## src/rtl/mdio_pkg.sv

```systemverilog
package mdio_pkg;
  typedef enum logic [1:0] {ST_IDLE, ST_LEAD, ST_TX, ST_RX} mdio_st_e;
  typedef enum logic [1:0] {SMP_NONE, SMP_TA, SMP_DATA} smp_kind_e;
endpackage

```

## src/rtl/mdio_mdc_gen.sv

```systemverilog
module mdio_mdc_gen #(
  parameter int HALF_CYC = 4
) (
  input  logic clk_i,
  input  logic rst_ni,
  input  logic run_i,
  output logic mdc_o,
  output logic tick_o
);
  localparam int CW = (HALF_CYC > 1) ? $clog2(HALF_CYC) : 1;

  logic [CW-1:0] cnt_q;

  assign tick_o = (cnt_q == CW'(HALF_CYC - 1));

  always_ff @(posedge clk_i or negedge rst_ni) begin
    if (!rst_ni) begin
      cnt_q <= '0;
      mdc_o <= 1'b1;
    end else if (!run_i) begin
      cnt_q <= '0;
      mdc_o <= 1'b1;
    end else if (tick_o) begin
      cnt_q <= '0;
      mdc_o <= ~mdc_o;
    end else begin
      cnt_q <= cnt_q + 1'b1;
    end
  end

  p_rest_high_r1: assert property (@(posedge clk_i) disable iff (!rst_ni)
    !run_i |=> mdc_o);
endmodule

```

## src/rtl/mdio_sync.sv

```systemverilog
module mdio_sync #(
  parameter int STAGES = 2
) (
  input  logic clk_i,
  input  logic rst_ni,
  input  logic d_i,
  output logic q_o
);
  logic [STAGES-1:0] sr_q;

  always_ff @(posedge clk_i or negedge rst_ni) begin
    if (!rst_ni) sr_q <= '1;
    else         sr_q <= {sr_q[STAGES-2:0], d_i};
  end

  assign q_o = sr_q[STAGES-1];
endmodule

```

## src/rtl/mdio_master.sv

```systemverilog
module mdio_master
  import mdio_pkg::*;
#(
  parameter int HALF_CYC    = 4,
  parameter int PRE_BITS    = 32,
  parameter int RECOV_BITS  = 32,
  parameter int SYNC_STAGES = 2
) (
  input  logic        clk_i,
  input  logic        rst_ni,
  input  logic        start_i,
  input  logic        rd_i,
  input  logic [4:0]  phy_addr_i,
  input  logic [4:0]  reg_addr_i,
  input  logic [15:0] wdata_i,
  output logic [15:0] rdata_o,
  output logic        done_o,
  output logic        err_o,
  output logic        busy_o,
  output logic        mdc_o,
  output logic        mdio_out_o,
  output logic        mdio_oe_o,
  input  logic        mdio_in_i
);
  localparam int HDR_BITS = PRE_BITS + 14;           // preamble..register address
  localparam int WR_BITS  = HDR_BITS + 18;           // + turnaround + data
  localparam int RD_LAST  = 17;                      // TA, 16 data, trailing
  localparam int MAXB     = (WR_BITS > RECOV_BITS) ? WR_BITS : RECOV_BITS + 1;
  localparam int BCW      = $clog2(MAXB + 1);
  localparam int SMP_LAT  = SYNC_STAGES + 1;

  mdio_st_e           st_q;
  logic               rd_q, err_q, done_q;
  logic [WR_BITS-1:0] tx_sr;
  logic [BCW-1:0]     bit_q, tx_end, rx_end;
  logic [15:0]        rdata_q;
  smp_kind_e          pipe_q [SMP_LAT];
  smp_kind_e          push_kind;
  logic               mdc, tick, run, mdio_s;
  logic               hi_end, lo_end, finish, accept;

  mdio_mdc_gen #(.HALF_CYC(HALF_CYC)) u_mdc (
    .clk_i (clk_i),
    .rst_ni(rst_ni),
    .run_i (run),
    .mdc_o (mdc),
    .tick_o(tick)
  );

  mdio_sync #(.STAGES(SYNC_STAGES)) u_sync (
    .clk_i (clk_i),
    .rst_ni(rst_ni),
    .d_i   (mdio_in_i),
    .q_o   (mdio_s)
  );

  always_comb begin
    hi_end = tick && mdc;
    lo_end = tick && !mdc;
    tx_end = rd_q ? BCW'(HDR_BITS - 1) : BCW'(WR_BITS - 1);
    if (!rd_q)      rx_end = '0;
    else if (err_q) rx_end = BCW'(RECOV_BITS);
    else            rx_end = BCW'(RD_LAST);
    finish = (st_q == ST_RX) && hi_end && (bit_q == rx_end);
    run    = (st_q != ST_IDLE) && !finish;
    accept = start_i && (st_q == ST_IDLE);
    // tag the rising edge about to happen with what it samples
    push_kind = SMP_NONE;
    if ((st_q == ST_RX) && rd_q && lo_end) begin
      if (bit_q == '0)                  push_kind = SMP_TA;
      else if (bit_q <= BCW'(16))       push_kind = SMP_DATA;
    end
  end

  always_ff @(posedge clk_i or negedge rst_ni) begin
    if (!rst_ni) begin
      st_q   <= ST_IDLE;
      rd_q   <= 1'b0;
      tx_sr  <= '0;
      bit_q  <= '0;
      done_q <= 1'b0;
    end else begin
      done_q <= finish;
      unique case (st_q)
        ST_IDLE: if (accept) begin
          st_q  <= ST_LEAD;
          rd_q  <= rd_i;
          bit_q <= '0;
          tx_sr <= {{PRE_BITS{1'b1}}, 2'b01, (rd_i ? 2'b10 : 2'b01),
                    phy_addr_i, reg_addr_i, 2'b10, wdata_i};
        end
        ST_LEAD: if (tick) st_q <= ST_TX;
        ST_TX: if (hi_end) begin
          tx_sr <= tx_sr << 1;
          if (bit_q == tx_end) begin
            st_q  <= ST_RX;
            bit_q <= '0;
          end else begin
            bit_q <= bit_q + 1'b1;
          end
        end
        ST_RX: if (hi_end) begin
          if (finish) st_q  <= ST_IDLE;
          else        bit_q <= bit_q + 1'b1;
        end
        default: st_q <= ST_IDLE;
      endcase
    end
  end

  // sample pipeline covers the synchroniser latency
  always_ff @(posedge clk_i or negedge rst_ni) begin
    if (!rst_ni) begin
      for (int i = 0; i < SMP_LAT; i++) pipe_q[i] <= SMP_NONE;
      err_q   <= 1'b0;
      rdata_q <= '0;
    end else begin
      pipe_q[0] <= push_kind;
      for (int i = 1; i < SMP_LAT; i++) pipe_q[i] <= pipe_q[i-1];
      if (accept) begin
        err_q   <= 1'b0;
        rdata_q <= '0;
      end else if (pipe_q[SMP_LAT-1] == SMP_TA) begin
        if (mdio_s) err_q <= 1'b1;
      end else if (pipe_q[SMP_LAT-1] == SMP_DATA && !err_q) begin
        rdata_q <= {rdata_q[14:0], mdio_s};
      end
    end
  end

  assign mdc_o      = mdc;
  assign mdio_oe_o  = (st_q == ST_TX);
  assign mdio_out_o = tx_sr[WR_BITS-1];
  assign busy_o     = (st_q != ST_IDLE);
  assign done_o     = done_q;
  assign err_o      = err_q;
  assign rdata_o    = rdata_q;

  p_idle_release_r1: assert property (@(posedge clk_i) disable iff (!rst_ni)
    !busy_o |-> (!mdio_oe_o && mdc_o));
  p_drive_low_only_r2: assert property (@(posedge clk_i) disable iff (!rst_ni)
    (mdc_o && $past(mdc_o) && mdio_oe_o && $past(mdio_oe_o)) |-> $stable(mdio_out_o));
  p_err_nodata_r7: assert property (@(posedge clk_i) disable iff (!rst_ni)
    err_o |-> (rdata_o == 16'h0000));
  p_done_idle_r8: assert property (@(posedge clk_i) disable iff (!rst_ni)
    done_o |-> !busy_o);
  p_done_pulse_r9: assert property (@(posedge clk_i) disable iff (!rst_ni)
    done_o |=> !done_o);
  p_result_hold_r9: assert property (@(posedge clk_i) disable iff (!rst_ni)
    (!busy_o && !start_i) |=> ($stable(rdata_o) && $stable(err_o)));
endmodule

```

## config.mk

```make
export PLATFORM = sky130hd
export DESIGN_NAME = mdio_master
export DESIGN_NICKNAME = d
export VERILOG_FILES = /design/src/rtl/mdio_pkg.sv /design/src/rtl/mdio_mdc_gen.sv /design/src/rtl/mdio_sync.sv /design/src/rtl/mdio_master.sv
export SDC_FILE = /design/constraint.sdc
export NUM_CORES = 1
export LEC_CHECK = 0
export BUFFER_PORTS_ARGS = -buffer_cell sky130_fd_sc_hd__buf_2
export CAP_MARGIN = 20
export CELL_PAD_IN_SITES_DETAIL_PLACEMENT = 1
export CELL_PAD_IN_SITES_GLOBAL_PLACEMENT = 1
export CORE_ASPECT_RATIO = 1.5
export CORE_MARGIN = 2
export CORE_UTILIZATION = 48
export CTS_CLUSTER_DIAMETER = 50
export DETAILED_ROUTE_END_ITERATION = 8
export GPL_ROUTABILITY_DRIVEN = 0
export GPL_TIMING_DRIVEN = 1
export PLACE_DENSITY = 0.81
export SETUP_SLACK_MARGIN = 0.02
export SYNTH_ARGS = -nofsm -noshare
export SYNTH_HDL_FRONTEND = slang
export SYNTH_HIERARCHICAL = 1
export SYNTH_SLANG_ARGS = --single-unit
```

## constraint.sdc

```tcl
create_clock -name clk_i -period 3.7 [get_ports clk_i]
set_clock_uncertainty 0.05 [all_clocks]
set_input_delay 0.185 -clock clk_i [delete_from_list [all_inputs] [get_ports clk_i]]
set_output_delay 0.185 -clock clk_i [all_outputs]
set_load 0.005 [all_outputs]
```

# Yosys cells after proc, flatten, opt, wreduce, memory -nomap -nowiden

Index checks and enable logic that the tools add are counted.

Magnitude comparators: 1
Multiplexer cells: 33
Eq/ne operators: 17
Reductions and logical operators: 26
Bitwise gates (word level): 1
$add $sub $neg: 2

Operators by type and width:

| cell                                                 | count |
|---|---|
| two-way mux 64 bit                                   | 2 |
| one-hot mux 64 bit (2 select lines)                  | 1 |
| two-way mux 16 bit                                   | 3 |
| two-way mux 7 bit                                    | 6 |
| two-way mux 2 bit                                    | 12 |
| one-hot mux 7 bit (3 select lines)                   | 1 |
| != test 2 bit (second input constant)                | 7 |
| nonzero test 2 bit                                   | 5 |
| logical AND 1 bit                                    | 9 |
| equality test 2 bit (second input constant)          | 4 |
| one-hot mux 2 bit (4 select lines)                   | 1 |
| adder 7 x 1 -> 7 bit (second input constant)         | 1 |
| equality test 7 x 6 -> 1 bit                         | 1 |
| equality test 7 bit                                  | 1 |
| <= comparator 7 x 5 -> 1 bit (second input constant) | 1 |
| zero test 7 bit                                      | 1 |
| two-way mux 6 bit                                    | 1 |
| AND reduction 2 bit                                  | 3 |
| AND reduction 6 bit                                  | 1 |
| two-way mux 1 bit                                    | 5 |
| two-way mux 5 bit                                    | 1 |
| AND reduction 5 bit                                  | 1 |
| equality test 2 x 1 -> 1 bit (second input constant) | 2 |
| != test 2 x 1 -> 1 bit (second input constant)       | 2 |
| 6 further kinds                                      | 8 |

Bits of input ports: 31
Logic and storage cells: 93
Register bits: 103
Output and inout port bits: 22

# Logic depth before layout (Yosys ltp)

Depth in word-level cells: 7
Depth in mapped cells: 9
Gate-level depth less buffers: 7

# Hierarchy

The synthesis kept the hierarchy.

By module, submodules not included:

| module       | seq. area each (µm²) | times used | cells an instance | area an instance (µm²) |
|---|---|---|---|---|
| mdio_master  | 2452.4               | 1          | 464               | 4421.7 |
| mdio_mdc_gen | 76.3                 | 1          | 8                 | 116.4 |
| mdio_sync    | 52.6                 | 1          | 2                 | 52.6 |

# Worst setup path before layout

No wires, ideal clock.

Kind: reg2reg
From: register st_q[0]
To: register tx_sr[20]
Cell stages (with the launch flop): 9
Arrival: 1990 ps
Setup time: 137 ps
Setup slack: 1523 ps
Clock period less this slack: 2177 ps
Required time: 3513 ps
Path buffers: 3
Cell sequence: dfrtp_1 > inv_1 > ha_1 > nor2b_1 > buf_4 > a211oi_1 > buf_2 > buf_1 > a21oi_1

Cells in the longest elaborated chain, start to end: 4
Elaborated cells on any way between the ends: 8
Those cells by class: 3 x eq/ne; 1 x mux; 4 x reduce/logical

Ends and longest elaborated chain:

| element                              | line                                 | RTL |
|---|---|---|
| start: declaration                   | mdio_master.sv:32                    | `mdio_st_e st_q;` |
| start signal: assignment             | mdio_master.sv:77                    | `st_q <= ST_IDLE;` |
| start signal: assignment             | mdio_master.sv:86                    | `st_q <= ST_LEAD;` |
| start signal: assignment             | mdio_master.sv:92                    | `ST_LEAD: if (tick) st_q <= ST_TX;` |
| zero test 2 bit                      | mdio_master.sv:66, mdio_master.sv:84 |  |
| logical AND 1 bit                    | mdio_master.sv:66                    | `accept = start_i && (st_q == ST_IDLE);` |
| != test 2 bit (no source line)       | n/a                                  |  |
| AND reduction 3 bit (no source line) | n/a                                  |  |
| end signal: assignment               | mdio_master.sv:89                    | `tx_sr <= {{PRE_BITS{1'b1}}, 2'b01, (rd_i ? 2'b10 : 2'b01),` |
| end signal: assignment               | mdio_master.sv:94                    | `tx_sr <= tx_sr << 1;` |
| end: declaration                     | mdio_master.sv:34                    | `logic [WR_BITS-1:0] tx_sr;` |

Several ways; a longest one is shown, not always the timed one.
A chain may end at the register's enable or synchronous reset.

# Final worst setup path

From: register st_q[0]
To: register bit_q[2]

Cells in the longest elaborated chain, start to end: 5
Elaborated cells on any way between the ends: 13
Those cells by class: 6 x eq/ne; 1 x mux; 6 x reduce/logical

Ends and longest elaborated chain:

| element                              | line                                 | RTL |
|---|---|---|
| equality test 2 bit                  | mdio_master.sv:64, mdio_master.sv:84 |  |
| logical AND 1 bit (2 in series)      | mdio_master.sv:64                    | `finish = (st_q == ST_RX) && hi_end && (bit_q == rx_end);` |
| != test 2 bit (no source line)       | n/a                                  |  |
| AND reduction 5 bit (no source line) | n/a                                  |  |
| end signal: assignment               | mdio_master.sv:99                    | `bit_q <= bit_q + 1'b1;` |
| end signal: assignment               | mdio_master.sv:104                   | `else bit_q <= bit_q + 1'b1;` |
| end: declaration                     | mdio_master.sv:35                    | `logic [BCW-1:0] bit_q, tx_end, rx_end;` |

Several ways; a longest one is shown, not always the timed one.

==> results_dict.tcl <==
set metrics [dict create \
    detailed_place_hpwl_um 7090 \
    nFillCells 1070 \
    worst_ep_arrival_time_ps 2610 \
    final-instance-count-excl-fill 632 \
    initial_utilization 0.496 \
    setup.worst_path.start_class "flop" \
    worstMarginPinSlew_ps 806 \
    root_buffer "sky130_fd_sc_hd__clkbuf_16" \
    status "completed" \
    synth_most_common_cell "sky130_fd_sc_hd__nor2_1" \
    grt_setup_unrepaired "false" \
    met2_use_gr 0.393 \
    setup-tns-final_ps 0 \
    vias_per_cell 5.56 \
    cts-resized-gates 0 \
    synthesis.yosys.warnings 6 \
    synthesis.instances 474 \
    post-route-util 0.569 \
    critical_path.endpoint_type "flop" \
    port-buffer-count 52 \
    clkLatencyLatePin_ps 340 \
    critical_path_required_ps 3860 \
    num_io_pins 53 \
    die_height_um 124 \
    clockBufferDepth 2 \
    place_inst 614 \
    ant_nets 0 \
    routedWlPerCell_um 17.0 \
    worst_slew_margin_rel 0.463 \
    fp-row-count 43 \
    hold_path.class "input pin to flop" \
    grt.total_usage 0.219 \
    post_synth_edffs 0 \
    grt-ovfl-total 0 \
    pwr_density_cell_nw_per_um2 750 \
    period_needed_ps 2450 \
    groute.layer.met3.usage 0.0364 \
    core_area_um2 9250 \
    final.period_utilization 0.661 \
    p_leak_nw 2.18 \
    htree_levels 3 \
    wire_length_of_the_first_global_routing_pass_um 18000 \
    antenna_found_initial 0 \
    dieArea_um2 10400 \
    report.final.slew_viol_count 0 \
    syn-mean-instance-area_um2 9.68 \
    layout-drive-gt1-share 0.171 \
    num_vias 3516 \
    synth_nets 513 \
    fin_nets 554 \
    detail_route.first_pass.iterations 4 \
    drc 0 \
    synth-main-ff-cell "sky130_fd_sc_hd__dfrtp_1" \
    ys_top_cells_by_count "sky130_fd_sc_hd__nor2_1, sky130_fd_sc_hd__dfrtp_1, sky130_fd_sc_hd__a21oi_1" \
    met1_usage 0.265 \
    netlist_area_um2 4590 \
    drt_iter0_markers 157 \
    cts_made_buffers 9 \
    report.final.hold_viol_count 0 \
    syn_to_final_growth_pct 14.8 \
    peak_freq_mhz 409 \
    synth.largest_area_cell "sky130_fd_sc_hd__dfrtp_1" \
    top_usage_layer "met2" \
    yosys_top_cell_area_share 0.545 \
    cts_tree "done" \
    maxCapViolCount 0 \
    die_w_um 83.9 \
    post_cts_clock_slew_at_the_launch_and_capture_registers_of_the_worst_setup_and_hold_paths_ps 70 \
    yosysUniqueCellTypes 45 \
    synth_seq_area_share 0.562 \
    criticalPathCategory "flop to flop" \
    postRouteWirelength_um 10700 \
    ys_seq_elements 103 \
    vdd.ir_drop.worst_mv 0.400 \
    grt_max_degree 97 \
    clkSinkCount 103 \
    grt_pass1_vias 3665 \
    antenna-diode-count 0 \
    critical_path.max_fanout 35 \
    netlist_top_cells_area "sky130_fd_sc_hd__dfrtp_1, sky130_fd_sc_hd__nor2_1, sky130_fd_sc_hd__mux2i_1" \
    ys_async_sr_fraction 1.00 \
    timing.final.setup_violations 0 \
]
critical path, cell delays in order, from the launching register on:
cell                       delay (ps)
sky130_fd_sc_hd__dfrtp_1          400
sky130_fd_sc_hd__inv_1            100
sky130_fd_sc_hd__ha_1             260
sky130_fd_sc_hd__nor2b_2          170
sky130_fd_sc_hd__buf_4            240
sky130_fd_sc_hd__a221oi_1         490
sky130_fd_sc_hd__o211ai_4         230
sky130_fd_sc_hd__o21ai_0          240
sky130_fd_sc_hd__o21ai_0          130
state kept, by name (all words and copies together) (netlist names):
signal and cells:
u_sync/sr_q 2, rd_q 1, rdata_o 16, done_o 1, tx_sr 64, u_mdc/cnt_q 2
err_o 1, u_mdc/mdc_o 1, bit_q 7, st_q 2, pipe_q 6
metrics by stage:
stage | total power, mW | hold WS [ps] | instance area, um^2 | setup slack (ps)
after detailed placement | 3.01 | 237 | 4950 | 1280
after global placement | 2.92 | 232 | 4950 | 1390
after global routing | 4.22 | 46.3 | 5270 | 1020
final | 3.95 | 23.5 | 5270 | 1250
after CTS | 3.99 | 17.5 | 5270 | 1270
after floorplan | 2.61 | -161 | 4590 | 1520
final timing paths:
| kind | slack [ps] | endpoint | depth (start not counted) | start |
|---|---|---|---|---|
| worst max-delay path | 1250 | bit_q[2] | 8 | st_q[0] |
| min in group asynchronous | 400 | bit_q[0] | 3 | rst_ni |
| worst max register to register | 1250 | bit_q[2] | 8 | st_q[0] |
| max in group asynchronous | 2540 | st_q[0] | 3 | rst_ni |
| worst min-delay path | 20 | tx_sr[0] | 3 | wdata_i[0] |
| worst min register to register | 300 | pipe_q[3] | 0 | pipe_q[5] |
power by group:
part           internal [mW]  leakage (nW)  total (mW)  switching (mW)
Clock                  0.564         0.147       0.967           0.403
Combinational          0.525         0.874        1.46           0.935
Sequential              1.36          1.16        1.52           0.161
Total                   2.45          2.18        3.95            1.50
area by class of cell:
class                      instances  area (um^2)  area share
sequential                       103         2580       0.490
tap                              112          140      0.0266
multi-input combinational        324         1830       0.348
inverter                          15         56.3      0.0107
clock buffer                      14          264      0.0501
clock inverter                     2         38.8     0.00736
timing repair buffer              62          355      0.0674
what timing repair did:
item	in CTS	in global routing
hold buffers	2	0
hold endpoints to repair	38	0
setup buffers	0	0
placed cells by master (no fill, tap or decap), drive strengths merged, types with 12 or more instances in the layout:
cell	instances
nor2	105
dfrtp	100
buf	60
a21oi	47
nand2	38
nor4	33
mux2i	26
inv	14
clkbuf	14
o21ai	12
layer usage:
metal | routed length, um | vias to the layer above
met5 | 0 | -
met4 | 183 | 0
met3 | 246 | 13
met2 | 5820 | 50
met1 | 4480 | 1748
li1 | - | 1705
cell families after synthesis:
group,after synthesis,share of synthesized area
xor gates and xnor gates,2,0.00382
adders and majority gates,8,0.0218
DFF,103,0.562
buffers and inverters,47,0.0422
muxes,28,0.0616
and+or+nand+nor,211,0.211
AOI/OAI and AO/OA,75,0.0976
Note: power is estimated with default switching activity, not from simulation.
